`config.mk`:
```
export PLATFORM = sky130hd
export DESIGN_NAME = lane_parity_unit
export DESIGN_NICKNAME = d
export VERILOG_FILES = /design/src/rtl/lpu_pkg.sv /design/src/rtl/lpu_lane_tree.sv /design/src/rtl/lpu_lane_gen.sv /design/src/rtl/lane_parity_unit.sv
export SDC_FILE = /design/constraint.sdc
export NUM_CORES = 1
export LEC_CHECK = 0
export BUFFER_PORTS_ARGS = -buffer_cell sky130_fd_sc_hd__buf_2
export CORE_UTILIZATION = 39
export DETAILED_ROUTE_END_ITERATION = 7
export PLACE_DENSITY = 0.95
export SLEW_MARGIN = 20
export SYNTH_ARGS = -nofsm -noshare
export SYNTH_HDL_FRONTEND = slang
export SYNTH_SLANG_ARGS = --single-unit
```
`constraint.sdc`:
```
create_clock -name clk -period 3.1 [get_ports clk]
set_input_delay 0.31 -clock clk [delete_from_list [all_inputs] [get_ports clk]]
set_output_delay 0.31 -clock clk [all_outputs]
set_load 0.03 [all_outputs]
```
`src/rtl/lpu_pkg.sv`:
```
package lpu_pkg;
    localparam int LANES  = 4;
    localparam int LANE_W = 9;
    localparam int BUS_W  = LANES * LANE_W;

    typedef struct packed {
        logic err_n;
    } lpu_state_t;
endpackage

```
`src/rtl/lpu_lane_tree.sv`:
```
module lpu_lane_tree #(
    parameter int DATA_W = 8
) (
    input  logic [DATA_W-1:0] data,
    output logic              xor_out
);
    always_comb begin
        xor_out = 1'b0;
        for (int b = 0; b < DATA_W; b++) begin
            xor_out = xor_out ^ data[b];
        end
    end
endmodule

```
`src/rtl/lpu_lane_gen.sv`:
```
module lpu_lane_gen #(
    parameter int LANE_W = 9
) (
    input  logic [LANE_W-1:0] lane_in,
    input  logic              tree_bit,
    input  logic              odd_sel,
    input  logic              gen_en,
    output logic [LANE_W-1:0] lane_out
);
    logic par_bit;
    always_comb begin
        par_bit  = tree_bit ^ odd_sel;
        lane_out = gen_en ? {par_bit, lane_in[LANE_W-2:0]} : lane_in;
    end
endmodule

```
`src/rtl/lane_parity_unit.sv`:
```
module lane_parity_unit
    import lpu_pkg::*;
#(
    parameter int NLANES = LANES,
    parameter int LW     = LANE_W
) (
    input  logic                 clk,
    input  logic                 rst_n,
    input  logic [NLANES*LW-1:0] bus_in,
    input  logic [NLANES*LW-1:0] rd_data_in,
    input  logic                 odd_sel,
    input  logic                 gen_en,
    input  logic [NLANES-1:0]    lane_use,
    input  logic                 mbox_rd,
    output logic                 err_n,
    output logic [NLANES*LW-1:0] rd_data_out
);
    localparam int W  = NLANES * LW;
    localparam int DW = LW - 1;

    logic              share_gen;
    logic [W-1:0]      shared_src;
    logic [NLANES-1:0] sh_x;
    logic [NLANES-1:0] rd_x;
    logic [NLANES-1:0] chk_fail;
    lpu_state_t        st_d, st_q;

    assign share_gen  = gen_en & mbox_rd;
    assign shared_src = share_gen ? rd_data_in : bus_in;

    for (genvar k = 0; k < NLANES; k++) begin : g_lane
        lpu_lane_tree #(.DATA_W(DW)) shared_tree_i (
            .data    (shared_src[k*LW +: DW]),
            .xor_out (sh_x[k])
        );
        lpu_lane_tree #(.DATA_W(DW)) read_tree_i (
            .data    (rd_data_in[k*LW +: DW]),
            .xor_out (rd_x[k])
        );
        assign chk_fail[k] = (sh_x[k] ^ shared_src[k*LW + DW]) != odd_sel;

        lpu_lane_gen #(.LANE_W(LW)) gen_i (
            .lane_in  (rd_data_in[k*LW +: LW]),
            .tree_bit (share_gen ? sh_x[k] : rd_x[k]),
            .odd_sel  (odd_sel),
            .gen_en   (gen_en),
            .lane_out (rd_data_out[k*LW +: LW])
        );

        assert_gen_lane_R5: assert property (@(posedge clk) disable iff (!rst_n)
            gen_en |-> ((^rd_data_out[k*LW +: LW]) == odd_sel));
    end

    always_comb begin
        st_d = st_q;
        if (share_gen) begin
            st_d.err_n = 1'b1;
        end else begin
            st_d.err_n = ~|(chk_fail & lane_use);
        end
    end

    always_ff @(posedge clk) begin
        if (!rst_n) begin
            st_q.err_n <= 1'b1;
        end else begin
            st_q <= st_d;
        end
    end

    assign err_n = st_q.err_n;

    assert_forced_high_R7: assert property (@(posedge clk) disable iff (!rst_n)
        (gen_en && mbox_rd) |=> err_n);

    assert_unused_lanes_R4: assert property (@(posedge clk) disable iff (!rst_n)
        (lane_use == '0) |=> err_n);

    assert_passthru_R6: assert property (@(posedge clk) disable iff (!rst_n)
        !gen_en |-> (rd_data_out == rd_data_in));
endmodule

```
==> metrics <==
synth top area cells=sky130_fd_sc_hd__xnor2_1, sky130_fd_sc_hd__buf_4, sky130_fd_sc_hd__xnor3_1; highest fanout seen on the critical path=1; width of the die=56.9 um; total core area=2810 um2; number of synthesis warnings=0; Seq/Total Area, Yosys=0.0170; peak supply drop=0.000142 V; vias in the first global route=922; number of violations of the max-capacitance limit=0; count of final hold-check violations=0; overall overflow remaining after global route=0; number of vias in the routed layout=1057; Critical Path Start Type=input port; number of violations reported at the end of detailed-routing iteration 0=20; relative contribution of the clock network to total power=0; first-pass GRT wire length=3390 um; #FFs+latches synth=1; Sequential Power Share=0.035; pin count of the biggest net entering global routing=13; final RePlAce weighted congestion=0.681; register with the most flip-flops=err_n; combinational share of power=0.965; Initial Utilization=0.419; aggregate negative setup slack=0 ns; final net count=292; switching share of total power=0.468; number of instances in the synthesized netlist=127; Via density=4.40; share of final-layout standard cells stronger than drive strength 1=0.589; Crit. End Element=flop; largest registers ranked by flip-flop count=err_n (1); Pleak=0.000857 uW; Finish-stage setup viols=0; area delta synth->final=31.6%; total power per unit cell area=310 nW/um2; crit-path leading delay family=XOR/XNOR gates; most frequent cells after synthesis=sky130_fd_sc_hd__xnor2_1, sky130_fd_sc_hd__buf_4, sky130_fd_sc_hd__mux2i_1; buffer count from post-CTS setup fixing=0; run status=finished with violations; Hold Path Class=in -> reg; DR pass1 iterations=6; async set-reset flop share out of synthesis=0; total net switching power=224 uW; Core Util, Final=0.551; die span in y=56.9 um; max-slew violations=0; required time of the critical path=3.00 ns; largest incremental delay on the critical path=0.50 ns; minimum clock period after layout=1.91 ns; number of antenna violations at the first check in global routing=0; post-synthesis cell type count=16; hold_buf cts=0; library cell with the largest summed area after synthesis=sky130_fd_sc_hd__xnor2_1; unrepaired setup endpoints after global routing=no; Post-Synthesis Cell Area=1170 um2; number of gates resized after CTS=0; top-count cell post-synth=sky130_fd_sc_hd__xnor2_1; port buffer count=117; count of antenna diodes in the layout=0; number of enable-type register cells in the synthesized netlist=0; area of placed instances=1550 um2; Worst Tran Pin Value=0.284 ns; CP Class=in -> reg; area of the die=3240 um2; Synth Flop Type=sky130_fd_sc_hd__dfxtp_1; ordered list of cells on the worst path=buf_2, xnor2_1, xnor3_4, xnor2_1, mux2i_1, mux2i_1, o41ai_2; worst path buffer plus inverter count=1; violated checks=design-rule violations; all-layer global routing usage=0.126; HPWL after DPL=2190 um; num rows=19; cell internal pwr=255 uW; final worst-path cycle share=0.615; Reg clk slew, reported paths=0 ns; post-synthesis average cell area=9.25 um2; Syn Nets=208; Total Wirelength=2330 um; number of flip-flops under the largest register name=1; routed length per instance=9.69 um; overall power of the completed layout=480 uW; final routed DRC violation total=15; Max Freq=524 MHz; Slowest-stage cell, CP=sky130_fd_sc_hd__xnor3_4; top-level I/O count=118; number of antenna-violating nets in the routed design=0; Relative slew margins=0.809; final design instance area without fill=1550 um2; Data arrival, critical path=1.81 ns; area share of the largest cell type after synthesis=0.335
[area by class of cell]
type | count | area [um2]
inverters | 4 | 15.0
fillers | 268 | 1260
well taps | 31 | 38.8
flip-flops and latches | 1 | 20.0
repair buffers | 117 | 586
multi-input cells | 87 | 887
[logic make-up (layout without fill, tap and decap cells)]
logic type,count (synthesis),after routing,share of synthesized area
AO/OA/AOI/OAI,1,1,0.0138
XOR/XNOR,64,64,0.593
buffers and inverters,39,121,0.228
flip-flops,1,1,0.0170
AND/OR/NAND/NOR,10,10,0.0458
multiplexers,12,12,0.102
[stage by stage]
stage          hold slack [ns]  instances  setup WS (ns)
2_1_floorplan            0.496        127           1.29
3_3_place_gp             0.608        240           1.21
3_5_place_dp             0.601        240           1.18
4_1_cts                  0.601        240           1.17
5_1_grt                  0.614        240           1.07
6_report                 0.601        240           1.19
[power by group through the flow]
stage | clock network (uW) | registers, uW | logic, uW
6_report | 0 | 16.6 | 463
5_1_grt | 0 | 17.3 | 496
3_3_place_gp | 0 | 16.9 | 462
2_1_floorplan | 0 | 21.7 | 375
3_5_place_dp | 0 | 16.7 | 469
4_1_cts | 0 | 16.8 | 470
[routing by layer]
layer / part of all wire / wire length, um / track usage / vias to the layer above
met5: 0 / 0 / 0 / -
met4: 0.013 / 31 / 0.0209 / 0
met3: 0.092 / 214 / 0.00922 / 4
met2: 0.58 / 1350 / 0.277 / 63
met1: 0.31 / 730 / 0.124 / 460
li1: - / - / - / 530
[final timing paths]
path | startpoint | endpoint | slack (ns) | cells after the start
worst min-delay path | rst_n | err_n$_SDFF_PP1_ | 0.60 | 3
worst max-delay path | bus_in[21] | err_n$_SDFF_PP1_ | 1.19 | 7
[layout by cell type, fill, tap and decap left out]
cell / synthesis / final
sky130_fd_sc_hd__xnor2_1: 45 / 45
sky130_fd_sc_hd__xor2_1: 8 / 8
sky130_fd_sc_hd__buf_2: 1 / 117
sky130_fd_sc_hd__nor2b_1: 1 / 1
sky130_fd_sc_hd__mux2i_1: 12 / 12
sky130_fd_sc_hd__nand2_1: 4 / 4
sky130_fd_sc_hd__o41ai_2: 1 / 1
sky130_fd_sc_hd__xnor2_2: 3 / 3
sky130_fd_sc_hd__dfxtp_1: 1 / 1
sky130_fd_sc_hd__nand2b_1: 4 / 4
sky130_fd_sc_hd__xnor3_4: 1 / 1
sky130_fd_sc_hd__and2_2: 1 / 1
sky130_fd_sc_hd__inv_1: 4 / 4
sky130_fd_sc_hd__xnor3_1: 7 / 7
Power figures use the tool's default switching activity.
